<file path="config.mk">
export PLATFORM = sky130hd
export DESIGN_NAME = xhair_cursor
export DESIGN_NICKNAME = d
export VERILOG_FILES = /design/src/rtl/xhair_pkg.sv /design/src/rtl/xhair_region.sv /design/src/rtl/xhair_lines.sv /design/src/rtl/xhair_testff.sv /design/src/rtl/xhair_cursor.sv
export SDC_FILE = /design/constraint.sdc
export NUM_CORES = 1
export LEC_CHECK = 0
export BUFFER_PORTS_ARGS = -buffer_cell sky130_fd_sc_hd__buf_2
export CAP_MARGIN = 40
export CELL_PAD_IN_SITES_DETAIL_PLACEMENT = 1
export CELL_PAD_IN_SITES_GLOBAL_PLACEMENT = 2
export CORE_ASPECT_RATIO = 0.9
export CORE_MARGIN = 1.5
export CORE_UTILIZATION = 26
export CTS_CLUSTER_DIAMETER = 60
export CTS_CLUSTER_SIZE = 8
export DETAILED_ROUTE_END_ITERATION = 6
export GPL_TIMING_DRIVEN = 1
export PLACE_DENSITY = 0.95
export SETUP_SLACK_MARGIN = 0.1
export SYNTH_ARGS = -nofsm -noshare
export SYNTH_HDL_FRONTEND = slang
export SYNTH_SLANG_ARGS = --single-unit
</file>
<file path="constraint.sdc">
create_clock -name clk -period 11.05 [get_ports clk]
set_input_delay 3.315 -clock clk [delete_from_list [all_inputs] [get_ports clk]]
set_output_delay 3.315 -clock clk [all_outputs]
set_load 0.01 [all_outputs]
</file>
<file path="src/rtl/xhair_pkg.sv">
package xhair_pkg;

    // Enable/force pair shared by cursor planes and region detectors
    typedef struct packed {
        logic enable;
        logic force_on;
    } gate_t;

    typedef enum logic {
        CLIP_R2 = 1'b0,
        CLIP_R1 = 1'b1
    } clip_sel_e;

    localparam int unsigned NUM_REGIONS = 2;

    // Force wins; otherwise the raw hit passes only when enabled
    function automatic logic gate_apply(gate_t g, logic hit);
        return g.force_on | (g.enable & hit);
    endfunction

    // Combine data bit with plane A/B bits; blanking darkens
    function automatic logic mix_pixel(logic d, logic a, logic b, logic blank_i);
        logic p;
        if (b)
            p = a;
        else if (a)
            p = ~d;
        else
            p = d;
        return p & ~blank_i;
    endfunction

endpackage

</file>
<file path="src/rtl/xhair_region.sv">
module xhair_region
    import xhair_pkg::*;
#(
    parameter int unsigned XW = 11,
    parameter int unsigned YW = 10,
    parameter int unsigned X_GRAN_BITS = 2
) (
    input  logic [XW-1:0] x,
    input  logic [YW-1:0] y,
    input  logic [XW-1:0] xmin,
    input  logic [XW-1:0] xmax,
    input  logic [YW-1:0] ymin,
    input  logic [YW-1:0] ymax,
    input  gate_t         ctl,
    output logic          hit
);
    localparam logic [XW-1:0] GRAN_MASK = ~(XW'((1 << X_GRAN_BITS) - 1));

    logic [XW-1:0] lo_x;
    logic [XW-1:0] hi_x;
    logic          in_x;
    logic          in_y;

    always_comb begin
        lo_x = xmin & GRAN_MASK;
        hi_x = xmax & GRAN_MASK;
        in_x = (x >= lo_x) && (x < hi_x);
        in_y = (y >= ymin) && (y < ymax);
        hit  = gate_apply(ctl, in_x & in_y);
    end
endmodule

</file>
<file path="src/rtl/xhair_lines.sv">
module xhair_lines #(
    parameter int unsigned XW = 11,
    parameter int unsigned YW = 10
) (
    input  logic [XW-1:0] x,
    input  logic [YW-1:0] y,
    input  logic [XW-1:0] cx,
    input  logic [YW-1:0] cy,
    input  logic          wide,
    output logic          on_line
);
    // One extra bit so the neighbour column/row never wraps to zero
    logic [XW:0] x_e;
    logic [XW:0] cx_next;
    logic [YW:0] y_e;
    logic [YW:0] cy_next;
    logic        v_hit;
    logic        h_hit;

    always_comb begin
        x_e     = {1'b0, x};
        y_e     = {1'b0, y};
        cx_next = {1'b0, cx} + 1'b1;
        cy_next = {1'b0, cy} + 1'b1;
        v_hit   = (x == cx) | (wide & (x_e == cx_next));
        h_hit   = (y == cy) | (wide & (y_e == cy_next));
        on_line = v_hit | h_hit;
    end
endmodule

</file>
<file path="src/rtl/xhair_testff.sv">
module xhair_testff (
    input  logic clk,
    input  logic rst,
    input  logic clr,
    input  logic set,
    output logic flag
);
    always_ff @(posedge clk) begin
        if (rst)
            flag <= 1'b0;
        else if (clr)
            flag <= 1'b0;
        else if (set)
            flag <= 1'b1;
    end
endmodule

</file>
<file path="src/rtl/xhair_cursor.sv">
module xhair_cursor
    import xhair_pkg::*;
#(
    parameter int unsigned XW = 11,
    parameter int unsigned YW = 10
) (
    input  logic          clk,
    input  logic          rst,
    input  logic [XW-1:0] beam_x,
    input  logic [YW-1:0] beam_y,
    input  logic          blank,
    input  logic          fb_pix,
    input  logic [XW-1:0] cur_x,
    input  logic [YW-1:0] cur_y,
    input  logic          ena_a,
    input  logic          frc_a,
    input  logic          ena_b,
    input  logic          frc_b,
    input  logic          xh_wide,
    input  logic          clip_on,
    input  logic          clip_sel,
    input  logic [1:0]    rgn_en,
    input  logic [1:0]    rgn_frc,
    input  logic [XW-1:0] r1_xmin,
    input  logic [XW-1:0] r1_xmax,
    input  logic [YW-1:0] r1_ymin,
    input  logic [YW-1:0] r1_ymax,
    input  logic [XW-1:0] r2_xmin,
    input  logic [XW-1:0] r2_xmax,
    input  logic [YW-1:0] r2_ymin,
    input  logic [YW-1:0] r2_ymax,
    input  logic          cmd_wr,
    output logic          pix_out,
    output logic          test_n
);
    localparam int unsigned NR = NUM_REGIONS;

    logic [XW-1:0] bnd_xmin [NR];
    logic [XW-1:0] bnd_xmax [NR];
    logic [YW-1:0] bnd_ymin [NR];
    logic [YW-1:0] bnd_ymax [NR];
    logic [NR-1:0] rgn_hit;
    logic          line_raw;
    logic          clip_win;
    logic          line_bit;
    logic          plane_a;
    logic          plane_b;
    logic          any_hit;
    logic          test_flag;
    gate_t         gate_a;
    gate_t         gate_b;

    always_comb begin
        bnd_xmin[0] = r1_xmin;  bnd_xmax[0] = r1_xmax;
        bnd_ymin[0] = r1_ymin;  bnd_ymax[0] = r1_ymax;
        bnd_xmin[1] = r2_xmin;  bnd_xmax[1] = r2_xmax;
        bnd_ymin[1] = r2_ymin;  bnd_ymax[1] = r2_ymax;
    end

    for (genvar i = 0; i < NR; i++) begin : g_rgn
        gate_t ctl;
        assign ctl = '{enable: rgn_en[i], force_on: rgn_frc[i]};
        xhair_region #(.XW(XW), .YW(YW), .X_GRAN_BITS(2)) i_region (
            .x    (beam_x),
            .y    (beam_y),
            .xmin (bnd_xmin[i]),
            .xmax (bnd_xmax[i]),
            .ymin (bnd_ymin[i]),
            .ymax (bnd_ymax[i]),
            .ctl  (ctl),
            .hit  (rgn_hit[i])
        );
    end

    xhair_lines #(.XW(XW), .YW(YW)) i_lines (
        .x       (beam_x),
        .y       (beam_y),
        .cx      (cur_x),
        .cy      (cur_y),
        .wide    (xh_wide),
        .on_line (line_raw)
    );

    always_comb begin
        clip_win = (clip_sel_e'(clip_sel) == CLIP_R1) ? rgn_hit[0] : rgn_hit[1];
        line_bit = line_raw & (~clip_on | clip_win);
        gate_a   = '{enable: ena_a, force_on: frc_a};
        gate_b   = '{enable: ena_b, force_on: frc_b};
        plane_a  = gate_apply(gate_a, line_bit);
        plane_b  = gate_apply(gate_b, line_bit);
        any_hit  = plane_a | plane_b | (|rgn_hit);
        pix_out  = mix_pixel(fb_pix, plane_a, plane_b, blank);
        test_n   = ~test_flag;
    end

    xhair_testff i_testff (
        .clk  (clk),
        .rst  (rst),
        .clr  (cmd_wr),
        .set  (any_hit),
        .flag (test_flag)
    );
endmodule

</file>
Word-level counts from Yosys, hierarchy flattened
Index checks and enable logic that the tools add are counted.
{"block": "word_totals", "reg_bits": 1, "out_inout_bits": 2, "elab_cells": 48}
{"block": "classes", "addsub": 2, "n_lt_le_gt_ge": 8, "n_eq_ne": 4, "muxes": 3, "bitwise_logic": 24, "n_reduce_logical": 6}
{"op": "$ge A11 B11 Y1", "n": 2}
{"op": "$lt A11 B11 Y1", "n": 2}
{"op": "$ge A10 B10 Y1", "n": 2}
{"op": "$lt A10 B10 Y1", "n": 2}
{"op": "$add A11 B1 Y12 const B", "n": 1}
{"op": "$eq A11 B12 Y1", "n": 1}
{"op": "$add A10 B1 Y11 const B", "n": 1}
{"op": "$eq A10 B11 Y1", "n": 1}
{"op": "$eq A11 B11 Y1", "n": 1}
{"op": "$and A1 B1 Y1", "n": 10}
{"op": "$eq A10 B10 Y1", "n": 1}
{"op": "$or A1 B1 Y1", "n": 10}
{"op": "$logic_and A1 B1 Y1", "n": 4}
{"op": "$not A1 Y1", "n": 4}
{"op": "$reduce_or A2 Y1", "n": 2}
{"op": "$mux W1", "n": 3}

Longest topological paths before layout
Gate-level depths: netlist of run 1.
{"block": "logic_depth", "depth_word": 13, "mapped_depth": 10, "mapped_depth_nobuf": 10}

Modules after synthesis
Synthesis of run 1 repeated with hierarchy kept, for this count alone.
{"block": "unflattened", "hier_cells": 389, "area_unflattened_um2": 2942.8}
{"mod": "xhair_region", "instances": 2, "cells_per_inst": 124, "area_per_inst_um2": 950.9}
{"mod": "xhair_lines", "instances": 1, "cells_per_inst": 121, "area_per_inst_um2": 895.9}
{"mod": "xhair_cursor", "instances": 1, "cells_per_inst": 17, "area_per_inst_um2": 111.4}
{"mod": "xhair_testff", "instances": 1, "cells_per_inst": 3, "area_per_inst_um2": 33.8}

Worst setup path before layout of run 1
Ideal clock, no wire load.
{"block": "synth_path", "path_kind": "input-to-output", "start": "in r2_xmin[3]", "end": "out pix_out", "arrival_ns": 5.089, "setup_slack_ns": 2.646, "stages": 10, "path_buffers": 0, "path_cell_list": "inv_1 > ha_1 > nor2b_1 > a311o_1 > a21o_1 > a31oi_1 > o21a_1 > o311ai_4 > and4_1 > a211o_1"}
{"block": "synth_via", "elab_chain_cells": 13}
{"item": "start: declaration", "line": "xhair_cursor.sv:28", "source": "input logic [XW-1:0] r2_xmin,"}
{"item": "$ge A11 B11 Y1 (*)", "line": "xhair_region.sv:27", "source": "in_x = (x >= lo_x) && (x < hi_x);"}
{"item": "$logic_and A1 B1 Y1 (*)", "line": "xhair_region.sv:27"}
{"item": "$and A1 B1 Y1 (*)", "line": "xhair_region.sv:29", "source": "hit = gate_apply(ctl, in_x & in_y);"}
{"item": "$and A1 B1 Y1 (*)", "line": "xhair_pkg.sv:18", "source": "return g.force_on | (g.enable & hit);"}
{"item": "$or A1 B1 Y1 (*)", "line": "xhair_pkg.sv:18"}
{"item": "$mux W1 (*)", "line": "xhair_cursor.sv:85", "source": "clip_win = (clip_sel_e'(clip_sel) == CLIP_R1) ? rgn_hit[0] : rgn_hit[1];"}
{"item": "$or A1 B1 Y1 (*)", "line": "xhair_cursor.sv:86", "source": "line_bit = line_raw & (~clip_on | clip_win);"}
{"item": "$and A1 B1 Y1 (*)", "line": "xhair_cursor.sv:86"}
{"item": "$and A1 B1 Y1", "line": "xhair_pkg.sv:18"}
{"item": "$or A1 B1 Y1", "line": "xhair_pkg.sv:18"}
{"item": "$mux W1", "line": "xhair_pkg.sv:26", "source": "else if (a)"}
{"item": "$mux W1 (*)", "line": "xhair_pkg.sv:24", "source": "if (b)"}
{"item": "$and A1 B1 Y1 (*)", "line": "xhair_pkg.sv:30", "source": "return p & ~blank_i;"}
{"item": "end: declaration", "line": "xhair_cursor.sv:33", "source": "output logic pix_out,"}
Mark *: on every way between the ends. The rest lies on a longest branch, timed or not.

Final worst setup path of run 1
{"block": "layout_path", "start": "in beam_x[6]", "end": "out pix_out"}
{"block": "layout_via", "elab_chain_cells": 13}
{"item": "start: declaration", "line": "xhair_cursor.sv:9", "source": "input logic [XW-1:0] beam_x,"}
{"item": "$ge A11 B11 Y1 / $lt A11 B11 Y1 (equally long branches)", "line": "xhair_region.sv:27"}
{"item": "$logic_and A1 B1 Y1", "line": "xhair_region.sv:27"}
{"item": "$and A1 B1 Y1", "line": "xhair_region.sv:29"}
{"item": "$and A1 B1 Y1", "line": "xhair_pkg.sv:18"}
{"item": "$or A1 B1 Y1", "line": "xhair_pkg.sv:18"}
{"item": "$mux W1", "line": "xhair_cursor.sv:85"}
{"item": "$or A1 B1 Y1", "line": "xhair_cursor.sv:86"}
{"item": "$and A1 B1 Y1 (*)", "line": "xhair_cursor.sv:86"}
{"item": "$and A1 B1 Y1", "line": "xhair_pkg.sv:18"}
{"item": "$or A1 B1 Y1", "line": "xhair_pkg.sv:18"}
{"item": "$mux W1", "line": "xhair_pkg.sv:26"}
{"item": "$mux W1 (*)", "line": "xhair_pkg.sv:24"}
{"item": "$and A1 B1 Y1 (*)", "line": "xhair_pkg.sv:30"}
Marked as above.

==> impl_results.md, run 1 <==
* Vias/cell at 4.960
* Fraction of layout instances using a drive strength above 1 at 28.54%
* Syn Std Cell Area at 2693 um^2
* I/O pins at 144
* CP startpoint kind: primary input
* Detail Route Antenna Nets at 0
* Pwr Density at 35.97 nW/um^2
* RSZ-0062 raised after global routing: false
* Mapped Cells at 368
* Hold depth at 2
* DR vias at 3125
* FF-to-FF path depth at 2
* Layout area overhead at 30.76%
* Avg Inst Size Synth at 7.317 um^2
* Max Fclk at 111.2 MHz
* Mux share of post-synthesis cell area at 2.695%
* Detailed-route wire length per cell at 15.11 um
* RD Place Congestion at 0.8339
* Status: finished, final reports clean
* Largest Register: i_testff.flag
* Xor-xnor portion of the synthesized cell area at 10.04%
* Hold slack at 0.6349 ns
* Iteration-0 DRC Markers at 97
* Routed WL at 9517 um
* Min Tclk post-route at 8.992 ns
* Worst min-delay path class: flip-flop to flip-flop
* Total GRT Usage at 16.56%
* Netlist cell types at 54
* Die ar. at 10980 um^2
* Critical path class: primary input to output pin
* EDFF count, synth at 0
* Multi-input gate area at 2375 um^2
* Initial antenna violation count at 0
* Die W at 110.3 um
* Pins over their slew limit at 0
* Largest net degree at the start of global routing at 10
* Registers with the most flip-flops: i_testff.flag (1)
* Post-Synth Adder-Cell Area at 34.39%
* Setup crit end kind: output pin
* Total negative slack at 0 ns
* Post-synthesis simple-gate area fraction at 17.43%
* Synth Area in Compound Gates at 23.65%
* Final setup viols at 0
* Critical path required time at 7.74 ns
* Period utilization at 81.37%
* Relative slew slack at 61.51%
* Post-synth ARST share at 0%
* Post-CTS Setup Bufs at 0
* Post-Place Setup Slack at 2.024 ns
* First-pass GRT wire length at 14740 um
* CORE AREA at 10160 um^2
* Critical Path Fanout Max at 9
* Count leader, synth: inv_1
* Clk_lat worst skew at 0 ns
* Ys flop type: dfxtp_1
* Worst Hold Endpoint: i_testff.flag$_SDFFE_PP0P_
* Commonest cells in the netlist: inv_1 (77), ha_1 (74), xor2_1 (22), a21oi_1 (21), nor2_1 (18)
* R2R Path End: i_testff.flag$_SDFFE_PP0P_
* Largest family of logic cells by synthesized area: adder cells
* YS warnings at 0
* Cell leakage power at 2.018 nW
* Layout Nets at 719
* Synth top area share at 34.39%
* Vias in the first global route at 3316
* Total Power at 0.0001267 W
* Sequential fraction of the synthesis area at 0.7435%
* Worst Path Arrival at 5.68 ns
* Antenna Cells at 0
* Synth Register Bits at 1
* Initial Util at 26.50%
* IO Port Bufs at 135
* Final Hold Fails at 0
* Max reg flops at 1
* Worst-margin pin slew at 0.5740 ns
* Ranking of synthesized cells by area: ha_1 (34%), inv_1 (11%), xor2_1 (7.2%)
* # fillers at 1346
* Rows at 35
* DR pass1 iterations at 4
* CTS-repair resized insts at 0
* Post-route insts no fill at 630
* Post-route setup slack at 2.058 ns
* Max_cap viols at 0
* Post-synthesis net count at 584
* Clk slew on worst S/H paths at 0 ns
* Maximum vdd drop at 0.01456 mV
* Register area at 20.02 um^2
* Post-CTS Hold Buffers at 0
* Hold path startpoint: i_testff.flag$_SDFFE_PP0P_
* Chip height at 99.54 um
* Flop2flop setup slack at 10.25 ns
* R2R Path Start: i_testff.flag$_SDFFE_PP0P_
* Placed insts at 630
* Worst clock skew at 0 ns
* Grt ovf at 0
* DRC viols at 0
* Post-DP HPWL at 8779 um
* Leading area contributor after synthesis: ha_1
## cell type report
type                    instances  area share (%)
repair buffers                135           19.19
flip-flops and latches          1          0.5686
inverters                      77           8.209
multi-input cells             288           67.45
well taps                     129           4.584
## worst max-delay path, cell delays in order
cell and delay (ns):
buf_2 0.17, ha_1 0.33, a21oi_1 0.21, o211ai_1 0.10, a2111oi_0 0.48, a31oi_1 0.20
o211ai_1 0.27, o2111ai_2 0.18, a211o_1 0.28, buf_2 0.14
## cell families after synthesis
group	Yosys count
AND/OR/NAND/NOR	90
AO/OA/AOI/OAI	87
buffers and inverters	79
adder cells (fa/ha/maj)	74
XOR/XNOR	30
multiplexers	7
flip-flops	1
## placed cells by master, fill, tap and decap left out, types with 7 or more instances in the layout
master / Yosys / layout
nor4_1: 7 / 7
ha_1: 74 / 74
nor2_1: 18 / 18
inv_1: 77 / 77
a211oi_1: 9 / 9
o21ai_0: 12 / 12
nand2_1: 17 / 17
xnor2_1: 7 / 7
a21oi_1: 21 / 21
buf_2: 1 / 135
nand3_1: 14 / 14
nand4_1: 10 / 10
xor2_1: 22 / 22
## worst max-delay path by stage
stage / from / to / slack (ns) / depth (start not counted)
after floorplan: r2_xmin[3] / pix_out / 2.65 / 10
after detailed placement: beam_y[3] / pix_out / 2.02 / 9
after CTS: beam_y[3] / pix_out / 2.02 / 9
final: beam_x[6] / pix_out / 2.06 / 10
after global placement: beam_x[3] / pix_out / 2.11 / 11
after global routing: beam_x[6] / pix_out / 1.79 / 10
## report_power, final
part	internal, W	total (W)	switching, W
logic	0.0000559	0.000123	0.0000667
registers	0.00000392	0.00000403	0.000000109
clock network	0	0	0
total	0.0000598	0.000127	0.0000668
## routing by layer
layer  GRT usage [%]  vias up  wire length, um
li1                -     1594                -
met1           19.41     1435             4124
met2           32.38       92             4708
met3           2.294        4              634
met4           1.381        0               49
met5               0        -                0
## metrics by stage
stage / util, % / cell area [um^2]
after CTS: 34.66 / 3521
after global placement: 34.66 / 3521
final: 34.66 / 3521
after global routing: 34.66 / 3521
after detailed placement: 34.66 / 3521
after floorplan: - / 2693
Power figures use the tool's default switching activity.
==> inputs of run 2 (changes only) <==
--- a/config.mk
+++ b/config.mk
@@ -11,12 +11,12 @@
 export CELL_PAD_IN_SITES_GLOBAL_PLACEMENT = 2
 export CORE_ASPECT_RATIO = 0.9
 export CORE_MARGIN = 1.5
-export CORE_UTILIZATION = 26
+export CORE_UTILIZATION = 22
 export CTS_CLUSTER_DIAMETER = 60
 export CTS_CLUSTER_SIZE = 8
 export DETAILED_ROUTE_END_ITERATION = 6
 export GPL_TIMING_DRIVEN = 1
-export PLACE_DENSITY = 0.95
+export PLACE_DENSITY = 0.86
 export SETUP_SLACK_MARGIN = 0.1
 export SYNTH_ARGS = -nofsm -noshare
 export SYNTH_HDL_FRONTEND = slang
==> constraint.sdc (replaced) <==
create_clock -name clk -period 7.8 [get_ports clk]
set_input_delay 2.34 -clock clk [delete_from_list [all_inputs] [get_ports clk]]
set_output_delay 2.34 -clock clk [all_outputs]
set_load 0.01 [all_outputs]
==> run 2 against run 1 <==
Effect of this change: global-route usage decreased by 1.9 points; first-iteration DRC count decreased by 34%; total power increased by 41%; combinational power increased by 41%; sequential share of layout area about the same; critical endpoint unchanged; critical path type unchanged; final area increased by 1.1%; wire length increased by 1.9%; hold slack improved by 0.0098 ns; register-to-register slack got worse by 3.3 ns; sequential cell count unchanged; sequential power increased by 41%; critical path depth unchanged.
==> impl_results.md, run 2 (synthesis gave the netlist of run 1 again) <==
* First-pass GRT wire length at 15660 um (was 14740 um)
* FF-to-FF path depth at 2 (unchanged)
* DR pass1 iterations at 4 (unchanged)
* Clk_lat worst skew at 0 ns (about the same)
* Initial Util at 22.47% (was 26.50%)
* Fraction of layout instances using a drive strength above 1 at 28.54% (unchanged)
* CP startpoint kind: primary input (unchanged)
* Max reg flops at 1 (unchanged)
* Status: finished, final reports clean (unchanged)
* Worst-margin pin slew at 0.5538 ns (was 0.5740 ns)
* Vias/cell at 4.673 (was 4.960)
* IO Port Bufs at 135 (unchanged)
* Hold path startpoint: i_testff.flag$_SDFFE_PP0P_ (unchanged)
* Critical Path Fanout Max at 9 (unchanged)
* Registers with the most flip-flops: i_testff.flag (1) (unchanged)
* Iteration-0 DRC Markers at 64 (was 97)
* Setup crit end kind: output pin (unchanged)
* Largest net degree at the start of global routing at 10 (unchanged)
* Grt ovf at 0 (unchanged)
* Design area at 3560 um^2 (was 3521 um^2)
* Total negative slack at 0 ns (unchanged)
* Antenna Cells at 0 (unchanged)
* Total GRT Usage at 14.69% (was 16.56%)
* Initial antenna violation count at 0 (unchanged)
* R2R Path Start: i_testff.flag$_SDFFE_PP0P_ (unchanged)
* RD Place Congestion at 0.7763 (was 0.8339)
* Area after DPL at 3560 um^2 (was 3521 um^2)
* DR vias at 3089 (was 3125)
* Commonest non-fill, non-tap cell in the layout: buf_2 (unchanged)
* CTS-repair resized insts at 0 (unchanged)
* Post-DP HPWL at 9064 um (was 8779 um)
* DRC viols at 0 (unchanged)
* Clk slew on worst S/H paths at 0 ns (about the same)
* Post-Place Setup Slack at 0.6417 ns (was 2.024 ns)
* Placed insts at 661 (was 630)
* Post-CTS Hold Buffers at 0 (unchanged)
* Max_cap viols at 0 (unchanged)
* Max Fclk at 142.3 MHz
* Rows at 38 (was 35)
* # fillers at 1562 (was 1346)
* Final Hold Fails at 0 (unchanged)
* Critical path class: primary input to output pin (unchanged)
* Die ar. at 12910 um^2 (was 10980 um^2)
* Critical path required time at 5.46 ns (was 7.74 ns)
* Pwr Density at 50.21 nW/um^2 (was 35.97 nW/um^2)
* Worst Path Arrival at 4.69 ns (was 5.68 ns)
* Pins over their slew limit at 0 (unchanged)
* Chip height at 108.0 um (was 99.54 um)
* Final setup viols at 0 (unchanged)
* Cell leakage power at 2.018 nW (unchanged)
* Detailed-route wire length per cell at 14.67 um (was 15.11 um)
* Hold slack at 0.6447 ns (was 0.6349 ns)
* Relative slew slack at 62.85% (was 61.51%)
* Vias in the first global route at 3294 (was 3316)
* Post-route setup slack at 0.7743 ns (was 2.058 ns)
* Detail Route Antenna Nets at 0 (unchanged)
* Die W at 119.6 um (was 110.3 um)
* Hold depth at 2 (unchanged)
* Min Tclk post-route at 7.026 ns
* Worst Hold Endpoint: i_testff.flag$_SDFFE_PP0P_ (unchanged)
* R2R Path End: i_testff.flag$_SDFFE_PP0P_ (unchanged)
* Flop2flop setup slack at 6.99 ns (was 10.25 ns)
* Post-route insts no fill at 661 (was 630)
* Worst min-delay path class: flip-flop to flip-flop (unchanged)
* Maximum vdd drop at 0.01653 mV (was 0.01456 mV)
* Period utilization at 90.07%
* Routed WL at 9695 um (was 9517 um)
* Layout area overhead at 32.20% (was 30.76%)
* RSZ-0062 raised after global routing: false (unchanged)
* Worst clock skew at 0 ns (unchanged)
* CORE AREA at 11980 um^2 (was 10160 um^2)
* Largest Register: i_testff.flag (unchanged)
* I/O pins at 144 (unchanged)
* Most frequent cells in the layout: buf_2 (135), inv_1 (77), ha_1 (74) (unchanged)
* Post-CTS Setup Bufs at 0 (unchanged)
* Layout Nets at 719 (unchanged)
run 2: cell counts in the layout (fill, tap and decap cells not counted):
Identical to the previous run, type by type.
run 2: worst max-delay path by stage:
| stage | from | endpoint | slack (ns) | depth (start not counted) |
|---|---|---|---|---|
| floorplan | r2_xmin[3] | pix_out | 1.35 | 10 |
| global placement | beam_x[6] | pix_out | 0.61 | 10 |
| detailed placement | beam_x[6] | pix_out | 0.64 | 10 |
| CTS | beam_x[6] | pix_out | 0.64 | 10 |
| global route | beam_x[6] | pix_out | 0.37 | 10 |
| finish | beam_x[6] | pix_out | 0.77 | 10 |
run 2: metal layers:
layer  vias up  share of wire, %  global-route usage (%)
li1       1590                 -                       -
met1      1414                44                   17.75
met2        85                50                   29.35
met3         0               6.1                   1.793
met4         0                 0                 0.08503
met5         -                 0                       0
run 2: cell type report:
type | count | area [um^2] | share of cell area [%]
inverter | 77 | 289.0 | 8.120
tap | 160 | 200.2 | 5.624
timing repair buffer | 135 | 675.6 | 18.98
sequential | 1 | 20.02 | 0.5624
multi-input combinational | 288 | 2375 | 66.71
run 2: worst max-delay path, stage by stage:
cell and delay, ns:
buf_2 0.17, ha_1 0.33, a21oi_1 0.19, o211ai_1 0.10, a2111oi_0 0.51, a31oi_1 0.19, o211ai_1 0.26, o2111ai_2 0.18
a211o_1 0.29, buf_2 0.14
run 2: per-stage QoR:
step | total power [W] | util (%)
final | 0.0001787 | 29.71
after global routing | 0.0002045 | 29.71
after detailed placement | 0.0001812 | 29.71
after CTS | 0.0001822 | 29.71
after floorplan | 0.0001007 | -
after global placement | 0.0001714 | 29.71
run 2: power by group:
group          leakage [nW]  switching (W)  internal, W
clock network             0              0            0
registers           0.00832    0.000000153   0.00000555
logic                  2.01      0.0000939    0.0000792
